**config.mk**
```make
export PLATFORM = sky130hd
export DESIGN_NAME = sfu_top
export DESIGN_NICKNAME = d
export VERILOG_FILES = /design/src/rtl/sfu_pkg.sv /design/src/rtl/sfu_shifter.sv /design/src/rtl/sfu_bitops.sv /design/src/rtl/sfu_status.sv /design/src/rtl/sfu_top.sv
export SDC_FILE = /design/constraint.sdc
export NUM_CORES = 1
export LEC_CHECK = 0
export BUFFER_PORTS_ARGS = -buffer_cell sky130_fd_sc_hd__buf_2
export CAP_MARGIN = 20
export CORE_MARGIN = 2
export CORE_UTILIZATION = 40
export CTS_CLUSTER_DIAMETER = 100
export DETAILED_ROUTE_END_ITERATION = 6
export SLEW_MARGIN = 20
export SYNTH_ARGS = -nofsm -noshare
export SYNTH_HDL_FRONTEND = slang
export SYNTH_SLANG_ARGS = --single-unit
export TNS_END_PERCENT = 50
```
**constraint.sdc**
```tcl
create_clock -name clk -period 1.8 [get_ports clk]
set_input_delay 0.09 -clock clk [delete_from_list [all_inputs] [get_ports clk]]
set_output_delay 0.09 -clock clk [all_outputs]
set_load 0.1 [all_outputs]
```
**src/rtl/sfu_pkg.sv**
```systemverilog
package sfu_pkg;
  localparam int SREG_W  = 8;
  localparam int FIDX_W  = 3;
  localparam int OP_W    = 4;

  localparam int FLG_C = 0;
  localparam int FLG_Z = 1;
  localparam int FLG_N = 2;
  localparam int FLG_V = 3;
  localparam int FLG_S = 4;
  localparam int FLG_H = 5;
  localparam int FLG_T = 6;
  localparam int FLG_I = 7;

  typedef enum logic [OP_W-1:0] {
    OP_SHL    = 4'd0,
    OP_SHR    = 4'd1,
    OP_ROLC   = 4'd2,
    OP_RORC   = 4'd3,
    OP_ASHR   = 4'd4,
    OP_SWAP   = 4'd5,
    OP_TSTORE = 4'd6,
    OP_TLOAD  = 4'd7,
    OP_FSET   = 4'd8,
    OP_FCLR   = 4'd9
  } op_e;
endpackage

```
**src/rtl/sfu_shifter.sv**
```systemverilog
module sfu_shifter
  import sfu_pkg::*;
#(
  parameter int DATA_W = 8
) (
  input  logic [DATA_W-1:0] d,
  input  op_e               op,
  input  logic              cin,
  output logic [DATA_W-1:0] res,
  output logic              cout,
  output logic              flags_upd,
  output logic              hit
);
  localparam int HALF = DATA_W / 2;

  always_comb begin
    res       = d;
    cout      = cin;
    flags_upd = 1'b0;
    hit       = 1'b1;
    case (op)
      OP_SHL: begin
        res       = {d[DATA_W-2:0], 1'b0};
        cout      = d[DATA_W-1];
        flags_upd = 1'b1;
      end
      OP_SHR: begin
        res       = {1'b0, d[DATA_W-1:1]};
        cout      = d[0];
        flags_upd = 1'b1;
      end
      OP_ROLC: begin
        res       = {d[DATA_W-2:0], cin};
        cout      = d[DATA_W-1];
        flags_upd = 1'b1;
      end
      OP_RORC: begin
        res       = {cin, d[DATA_W-1:1]};
        cout      = d[0];
        flags_upd = 1'b1;
      end
      OP_ASHR: begin
        res       = {d[DATA_W-1], d[DATA_W-1:1]};
        cout      = d[0];
        flags_upd = 1'b1;
      end
      OP_SWAP: res = {d[HALF-1:0], d[DATA_W-1:HALF]};
      default: hit = 1'b0;
    endcase
  end
endmodule

```
**src/rtl/sfu_bitops.sv**
```systemverilog
module sfu_bitops #(
  parameter int DATA_W = 8,
  parameter int IDX_W  = $clog2(DATA_W)
) (
  input  logic [DATA_W-1:0] d,
  input  logic [IDX_W-1:0]  idx,
  input  logic              t_in,
  input  logic              ld_en,
  output logic [DATA_W-1:0] res,
  output logic              t_bit
);
  for (genvar i = 0; i < DATA_W; i++) begin : g_bit
    assign res[i] = (ld_en && (idx == IDX_W'(i))) ? t_in : d[i];
  end

  assign t_bit = d[idx];
endmodule

```
**src/rtl/sfu_status.sv**
```systemverilog
module sfu_status
  import sfu_pkg::*;
#(
  parameter int DATA_W = 8
) (
  input  logic              clk,
  input  logic              rst_n,
  input  logic              upd,
  input  logic              flags_upd,
  input  logic [DATA_W-1:0] res,
  input  logic              cout,
  input  logic              t_write,
  input  logic              t_val,
  input  logic              fset,
  input  logic              fclr,
  input  logic [FIDX_W-1:0] fidx,
  output logic [SREG_W-1:0] sreg,
  output logic [SREG_W-1:0] sreg_next
);
  logic [SREG_W-1:0] set_mask, clr_mask;

  for (genvar i = 0; i < SREG_W; i++) begin : g_mask
    assign set_mask[i] = fset && (fidx == FIDX_W'(i));
    assign clr_mask[i] = fclr && (fidx == FIDX_W'(i));
  end

  always_comb begin
    logic n_b, v_b;
    sreg_next = sreg;
    n_b = res[DATA_W-1];
    v_b = n_b ^ cout;
    if (flags_upd) begin
      sreg_next[FLG_C] = cout;
      sreg_next[FLG_Z] = ~|res;
      sreg_next[FLG_N] = n_b;
      sreg_next[FLG_V] = v_b;
      sreg_next[FLG_S] = n_b ^ v_b;
    end
    if (t_write) sreg_next[FLG_T] = t_val;
    sreg_next = (sreg_next & ~clr_mask) | set_mask;
  end

  always_ff @(posedge clk) begin
    if (!rst_n)   sreg <= '0;
    else if (upd) sreg <= sreg_next;
  end

  AST_FLAG_SET_STICKS: assert property (@(posedge clk) disable iff (!rst_n)
    (upd && fset) |=> ((sreg & $past(set_mask)) == $past(set_mask)));
  AST_FLAG_CLR_STICKS: assert property (@(posedge clk) disable iff (!rst_n)
    (upd && fclr) |=> ((sreg & $past(clr_mask)) == '0));
  AST_IDLE_KEEPS_SREG: assert property (@(posedge clk) disable iff (!rst_n)
    !upd |=> $stable(sreg));
endmodule

```
**src/rtl/sfu_top.sv**
```systemverilog
module sfu_top
  import sfu_pkg::*;
#(
  parameter int DATA_W = 8,
  parameter int IDX_W  = $clog2(DATA_W)
) (
  input  logic              clk,
  input  logic              rst_n,
  input  logic              in_valid,
  output logic              in_ready,
  input  logic [OP_W-1:0]   in_op,
  input  logic [DATA_W-1:0] in_data,
  input  logic [IDX_W-1:0]  in_idx,
  output logic              out_valid,
  input  logic              out_ready,
  output logic [DATA_W-1:0] out_result,
  output logic [SREG_W-1:0] out_status,
  output logic [SREG_W-1:0] status
);
  op_e               op;
  logic              fire;
  logic [DATA_W-1:0] shf_res, bit_res, result;
  logic              shf_cout, shf_flags, shf_hit, t_bit;
  logic [SREG_W-1:0] sreg, sreg_next;

  assign op       = op_e'(in_op);
  assign in_ready = !out_valid || out_ready;
  assign fire     = in_valid && in_ready;

  sfu_shifter #(.DATA_W(DATA_W)) u_shf (
    .d(in_data), .op(op), .cin(sreg[FLG_C]),
    .res(shf_res), .cout(shf_cout), .flags_upd(shf_flags), .hit(shf_hit)
  );

  sfu_bitops #(.DATA_W(DATA_W), .IDX_W(IDX_W)) u_bit (
    .d(in_data), .idx(in_idx), .t_in(sreg[FLG_T]), .ld_en(op == OP_TLOAD),
    .res(bit_res), .t_bit(t_bit)
  );

  sfu_status #(.DATA_W(DATA_W)) u_sts (
    .clk(clk), .rst_n(rst_n), .upd(fire),
    .flags_upd(shf_flags), .res(shf_res), .cout(shf_cout),
    .t_write(op == OP_TSTORE), .t_val(t_bit),
    .fset(op == OP_FSET), .fclr(op == OP_FCLR), .fidx(FIDX_W'(in_idx)),
    .sreg(sreg), .sreg_next(sreg_next)
  );

  assign result = shf_hit ? shf_res : bit_res;
  assign status = sreg;

  always_ff @(posedge clk) begin
    if (!rst_n) begin
      out_valid  <= 1'b0;
      out_result <= '0;
      out_status <= '0;
    end else if (fire) begin
      out_valid  <= 1'b1;
      out_result <= result;
      out_status <= sreg_next;
    end else if (out_ready) begin
      out_valid  <= 1'b0;
    end
  end

  AST_STALL_HOLDS: assert property (@(posedge clk) disable iff (!rst_n)
    (out_valid && !out_ready) |=> (out_valid && $stable(out_result) && $stable(out_status)));
  AST_FIRE_GIVES_VALID: assert property (@(posedge clk) disable iff (!rst_n)
    fire |=> out_valid);
  AST_SHL_CARRY: assert property (@(posedge clk) disable iff (!rst_n)
    (fire && op == OP_SHL) |=> (status[FLG_C] == $past(in_data[DATA_W-1])));
  AST_SHIFT_ZERO: assert property (@(posedge clk) disable iff (!rst_n)
    (fire && shf_flags) |=> (status[FLG_Z] == (out_result == '0)));
  AST_SWAP_NO_FLAGS: assert property (@(posedge clk) disable iff (!rst_n)
    (fire && op == OP_SWAP) |=> (status == $past(status)));
  AST_TSTORE_BIT: assert property (@(posedge clk) disable iff (!rst_n)
    (fire && op == OP_TSTORE) |=> (status[FLG_T] == $past(in_data[in_idx])));
  AST_TLOAD_NO_FLAGS: assert property (@(posedge clk) disable iff (!rst_n)
    (fire && op == OP_TLOAD) |=> (status == $past(status)));
endmodule

```
==> results of run 1 <==
## routing by layer
layer	routed length (µm)	global-route usage, %	vias to the layer above
li1	-	-	814
met1	2140	30.3	767
met2	2130	34.5	60
met3	247	4.09	7
met4	54	6.12	0
met5	0	0	-
## kinds of logic (layout without fill, tap and decap cells)
family / count (synthesis) / after routing / synth area share [%]
flops: 17 / 17 / 21.9
buf+inv: 31 / 70 / 10.8
compound gates: 71 / 71 / 33.1
simple gates: 66 / 66 / 25.0
mux: 11 / 11 / 9.26
## sequential cells by signal (all words and copies together), names as in the netlist
register / flops
u_sts.sreg: 8
out_valid: 1
out_result: 8
## power by group
part	internal [mW]	switching [mW]
Clock	0.154	0.148
Sequential	0.400	0.0153
Combinational	0.155	0.414
## layout by cell type (no fill, tap or decap), drive strengths merged, types with 4 or more instances in the layout
cell,netlist,final
o21ai,15,15
buf,17,61
a21boi,6,6
nor2,11,11
mux2i,5,5
nand4b,4,4
nand3b,4,4
a21oi,13,13
mux2,4,4
dfxtp,17,17
inv,4,4
a22oi,4,4
nand2b,5,5
nand2,15,15
## final cells by class
type | count | area, µm²
multi-input combinational | 148 | 1060
inverter | 5 | 18.8
timing repair buffer | 61 | 348
tap | 48 | 60.1
clock buffer | 3 | 41.3
sequential | 17 | 344
fill | 381 | 1810
clock inverter | 1 | 5.00
## worst min-delay path, delay by kind of cell
kind / cells / cell delay, ps
AO/OA/AOI/OAI: 1 / 60
buffers and inverters: 2 / 150
## stage by stage
step | instance area [µm²] | total power, mW | hold slack, ps | std cells | worst slack [ps]
4_1_cts | 1880 | 1.29 | 78.9 | 283 | 252
6_report | 1880 | 1.29 | 76.5 | 283 | 234
2_1_floorplan | 1570 | 0.872 | 218 | 196 | 106
5_1_grt | 1880 | 1.35 | 110 | 283 | 158
3_3_place_gp | 1830 | 0.991 | 350 | 279 | 171
3_5_place_dp | 1830 | 0.990 | 352 | 279 | 140
## worst max path at each step
stage	endpoint	slack [ps]	cells after the start
after floorplan	u_sts.sreg[4]	110	5
after global placement	u_sts.sreg[1]	170	6
after detailed placement	out_result[5]	140	7
after CTS	u_sts.sreg[1]	250	5
after global routing	u_sts.sreg[1]	160	5
final	u_sts.sreg[1]	230	5
==> impl_metrics.ini, run 1 <==
[worst_setup_path]
end_kind = flip-flop
crit_start = u_sts.sreg[0]
worstPathArrival_ps = 1760
path_cells = and4b_1, a221o_1, a2111oi_2, nand4_1, a21oi_1
cp_top_family = compound AO/OA/AOI/OAI gates
r2r_end = u_sts.sreg[1]
critical-path-slowest-cell = a2111oi_2
startpoint_type = flip-flop
crit-reg2reg-launch = u_sts.sreg[0]
cp_max_fo = 3
rrSetupSlack_ps = 230
worstPathRequired_ps = 2000
max_stage_delay_ps = 340
worstSetupPathType = reg2reg
critPathBufInv = 0
reg2reg_depth = 5

[synth]
yosysUniqueCellTypes = 57
synth_commonest_cells = 17 x dfxtp_1, 15 x nand2_1, 15 x o21ai_0
netlist_area_um2 = 1550
syn_area_per_cell_um2 = 7.93
synth-main-ff-cell = dfxtp_1
ys_top_cells_by_area = dfxtp_1 22%, buf_4 4.8%, o21ai_0 4.8%
synth-warning-count = 0
synth_top_area_share_pct = 21.9
async_flop_share_pct = 0
synth_nets = 215
synth_cells = 196
synth_most_common_cell = dfxtp_1
synth_top_cell_by_area = dfxtp_1
synth_edf_count = 0
ys_seq_area_share_pct = 21.9
yosys_register_bits = 17

[sta]
setup_violations = 0
fin_crit_sh_pct = 87.0
clock_skew_ps = 5.46
period_needed_ps = 1570
final_max_slew_viol_count = 0
setup_tns_ps = 0
finalHoldViolations = 0
fmax_ghz = 0.639
grt_setup_unrepaired = false
worst_pin_slew_ps = 494
relSlewSlack_pct = 67.0

[clock_network]
cts_resized = 0
cts_max_path_buffers = 2
cts_setup_buffers = 0
clk_pin_slew_ps = 70
root_buffer = clkbuf_8
cts_tree = yes
cts_hold_buf = 0
numCtsBuffers = 3
htreeDepth = 1
clock-sinks = 17
clk_latency_ps = 260

[floorplan]
design.die.area_um2 = 4400
rows = 22
ioPinCount = 45
die_w_um = 66.3
core_area_um2 = 3690
start_util_pct = 42.1
die_y_um = 66.3

[routing]
post_drt_wl_per_cell_um = 16.1
antenna_left = 0
firstDrtPassIters = 5
viasPerCell = 5.82
wirelength_um = 4570
vias = 1648
drc_errors = 0
drt_iter0_markers = 84

[finish]
finalNetCount = 255
fin_util_pct = 50.9
syn2layout_area_growth_pct = 20.8
final_layout_size_suffix_gt1_share_pct = 35.7
antenna_cells = 0

[hold_path]
holdPathStages = 3
hp-class = in2reg
hold_start = in_valid
holdPathEnd = out_valid

[global_routing]
grt_antenna_before_repair = 0
grt_pass1_wl_um = 7370
grt_max_degree = 19
grt_pass1_vias = 1447
grt_overflow_total = 0
grtUsageTotal_pct = 21.9

[pwr]
p_leak_nw = 0.804
powerDensity_nw_per_um2 = 686
ir_worst_vdd_v = 0.000372

[placed_design]
dp_hpwl_um = 3530
gp_congestion = 0.908
io_buffers = 44

[job]
cap_violations = 0

[outcome]
outcome = finished clean
No activity file was read; power rests on OpenSTA's default activity.
==> run 2: changes to the inputs <==
--- a/config.mk
+++ b/config.mk
@@ -5,6 +5,7 @@
 export SDC_FILE = /design/constraint.sdc
 export NUM_CORES = 1
 export LEC_CHECK = 0
+export ABC_AREA = 1
 export BUFFER_PORTS_ARGS = -buffer_cell sky130_fd_sc_hd__buf_2
 export CAP_MARGIN = 20
 export CORE_MARGIN = 2
@@ -14,5 +15,6 @@
 export SLEW_MARGIN = 20
 export SYNTH_ARGS = -nofsm -noshare
 export SYNTH_HDL_FRONTEND = slang
+export SYNTH_HIERARCHICAL = 1
 export SYNTH_SLANG_ARGS = --single-unit
 export TNS_END_PERCENT = 50
==> run 2 against run 1 <==
Die area rose by 35%; clock skew down 1.3 ps; routed wire length up 28%; count of clock-buffer cells in the layout stayed put; total power rose by 39%; worst setup slack better by 29 ps; flip-flop and latch count up 8; register-to-register slack improved by 40 ps; sequential share of layout area is 1.6 points higher; clock power rose by 9.6%; critical path type is now in2reg; largest cell class unchanged.
==> impl_metrics.ini, run 2 <==
[synth]
synth_edf_count = 0
synth_cells = 393
yosys_register_bits = 25
synthMuxAreaShare_pct = 0
synth_commonest_cells = 111 x nand2_1, 62 x nand3_1, 59 x nor2_1
synth-main-ff-cell = dfxtp_1
synth_adder_area_share_pct = 0
syn_area_per_cell_um2 = 5.45
ys_seq_area_share_pct = 23.4
synth-warning-count = 6
synth_nets = 412
synth-compound-area-share_pct = 11.7
synth_top_area_share_pct = 23.4
netlist_area_um2 = 2140
synth_most_common_cell = nand2_1
synth_top_family_by_area = simple AND/OR/NAND/NOR gates
async_flop_share_pct = 0
ys_top_cells_by_area = dfxtp_1 23%, nand2_1 19%, nand3_1 14%
synth_top_cell_by_area = dfxtp_1
yosys.area_share.simple_pct = 49.7
synth_xor_xnor_area_share_pct = 0
yosysUniqueCellTypes = 24

[worst_setup_path]
crit_path_frequent_cell = nand2_1
critPathBufInv = 3
r2r_end = out_status[2]
worst-path-stages = 15
cp_max_fo = 9
cp_top_family = simple AND/OR/NAND/NOR gates
reg2reg_depth = 12
critical-path-slowest-cell = buf_2
crit_path_end = out_status[1]
crit-reg2reg-launch = u_sts/sreg[0]
worstSetupPathType = in2reg
startpoint_type = input port
max_stage_delay_ps = 200
crit_start = in_op[0]
path_cells = buf_2, inv_2, nor2_4, nand2_2, nand3_1, nand3_2, nor2_1, nand2_1, o21ai_1, nand2_1, nand2_1, inv_1, nand3_1, nand2_1, nor2_1
end_kind = flip-flop
worstPathRequired_ps = 2010
rrSetupSlack_ps = 270
worstPathArrival_ps = 1750

[global_routing]
grt_max_degree = 20
grt_pass1_wl_um = 10500
grt_antenna_before_repair = 0
grt_overflow_total = 0
grt_pass1_vias = 2364
grtUsageTotal_pct = 21.0

[routing]
drc_errors = 0
firstDrtPassIters = 4
post_drt_wl_per_cell_um = 11.5
antenna_left = 0
vias = 2488
wirelength_um = 5870
drt_iter0_markers = 160
viasPerCell = 4.86

[finish]
final_common_cell = nand2_1
reg.largest.list = out_result: 8 flops, out_status: 8 flops, u_sts/sreg: 8 flops
n_fill_cell = 614
antenna_cells = 0
syn2layout_area_growth_pct = 17.5
finalNetCount = 462
final_layout_size_suffix_gt1_share_pct = 18.1
finalNonFillerCells = 512
design_area_um2 = 2520
final_cell_mix = 111 x nand2_1, 62 x nand3_1, 58 x nor2_1

[clock_network]
clk_pin_slew_ps = 90
clock-sinks = 25
clk_latency_ps = 270
root_buffer = clkbuf_8
numCtsBuffers = 3
htreeDepth = 1
cts_max_path_buffers = 2
cts_tree = yes
cts_setup_buffers = 0

[floorplan]
die_w_um = 77.2
design.die.area_um2 = 5960
start_util_pct = 41.7
core_area_um2 = 5140
die_y_um = 77.2
rows = 26
ioPinCount = 45

[sta]
setup_tns_ps = 0
period_needed_ps = 1540
fin_crit_sh_pct = 85.4
worst_pin_slew_ps = 490
fmax_ghz = 0.651
finalHoldViolations = 0
final_max_slew_viol_count = 0
relSlewSlack_pct = 67.6
setup_violations = 0
clock_skew_ps = 4.15
grt_setup_unrepaired = false
fin_ws_ps = 263

[placed_design]
io_buffers = 44
gp_congestion = 0.860
place_inst = 508
detailedPlace.worstSlack_ps = -41.5
placed_cell_area_um2 = 2470
dp_hpwl_um = 4510

[pwr]
ir_worst_vdd_v = 0.000378
switchingPower_uw = 846
power.internal_uw = 945
p_sw_share_pct = 47.2
p_seq_share_pct = 35.0
combPwrFrac_pct = 46.5
p_leak_nw = 1.40
powerDensity_nw_per_um2 = 711
pwr-share-clk_pct = 18.5

[hold_path]
hp-class = in2reg
hold_start = rst_n

[outcome]
outcome = finished clean

[job]
cap_violations = 0
-- run 2: routing by layer --
metal	up-vias	GRT usage, %	part of all wire, %
met4	0	2.14	0.32
met3	2	2.82	4.4
met5	-	0	0
met2	55	38.0	49
met1	1092	27.4	47
li1	1339	-	-
-- run 2: timing repair --
item                       in CTS  in global routing
setup endpoints to repair       0                  1
resized for setup               0                  2
hold buffers                    0                  0
-- run 2: worst reg2reg max path: stages (launching register included) --
cell and delay, ps:
dfxtp_2 390, nand2_1 60, o21ai_0 180, nor2_1 60, nand2_1 120, nand2_1 80, o21ai_0 70, o21ai_0 100
o21ai_1 120, inv_1 60, nand3_1 70, nand2_1 50, nor2_1 100
-- run 2: area by class of cell --
type                            count  area (µm²)  area share [%]
Clock buffer                        3        41.3            1.64
Multi-Input combinational cell    295        1320            52.4
Sequential cell                    25         503            20.0
Timing Repair Buffer               58         338            13.4
Clock inverter                      1        5.00           0.199
Inverter                           60         225            8.94
Tap cell                           70        87.6            3.48
-- run 2: cell families (layout without fill, tap and decap cells) --
| group | after synthesis | after routing |
|---|---|---|
| AO/OA/AOI/OAI | 48 | 48 |
| flip-flops | 25 | 25 |
| buffers and inverters | 73 | 122 |
| AND/OR/NAND/NOR | 247 | 247 |
-- run 2: per-stage QoR --
| step | hold WS (ps) | util, % | power (mW) |
|---|---|---|---|
| 2_1_floorplan | 301 | - | 1.29 |
| 3_3_place_gp | 450 | 48.1 | 1.47 |
| 3_5_place_dp | 455 | 48.1 | 1.47 |
| 4_1_cts | 214 | 49.0 | 1.81 |
| 5_1_grt | 237 | 49.0 | 1.92 |
| 6_report | 215 | 49.0 | 1.79 |
-- run 2: power groups by stage --
| stage | logic (mW) | clock network, mW | registers [mW] |
|---|---|---|---|
| after floorplan | 0.319 | 0 | 0.972 |
| after global placement | 0.827 | 0 | 0.640 |
| after detailed placement | 0.830 | 0 | 0.641 |
| after CTS | 0.833 | 0.350 | 0.628 |
| after global routing | 0.911 | 0.373 | 0.634 |
| final | 0.832 | 0.332 | 0.627 |
-- run 2: worst min path at each step --
stage	endpoint	slack [ps]	cells after the start
3_5_place_dp	out_status[4]	450	2
2_1_floorplan	u_sts/sreg[0]	300	3
3_3_place_gp	out_status[5]	450	2
5_1_grt	out_status[5]	240	3
4_1_cts	out_status[5]	210	3
6_report	out_status[5]	220	3
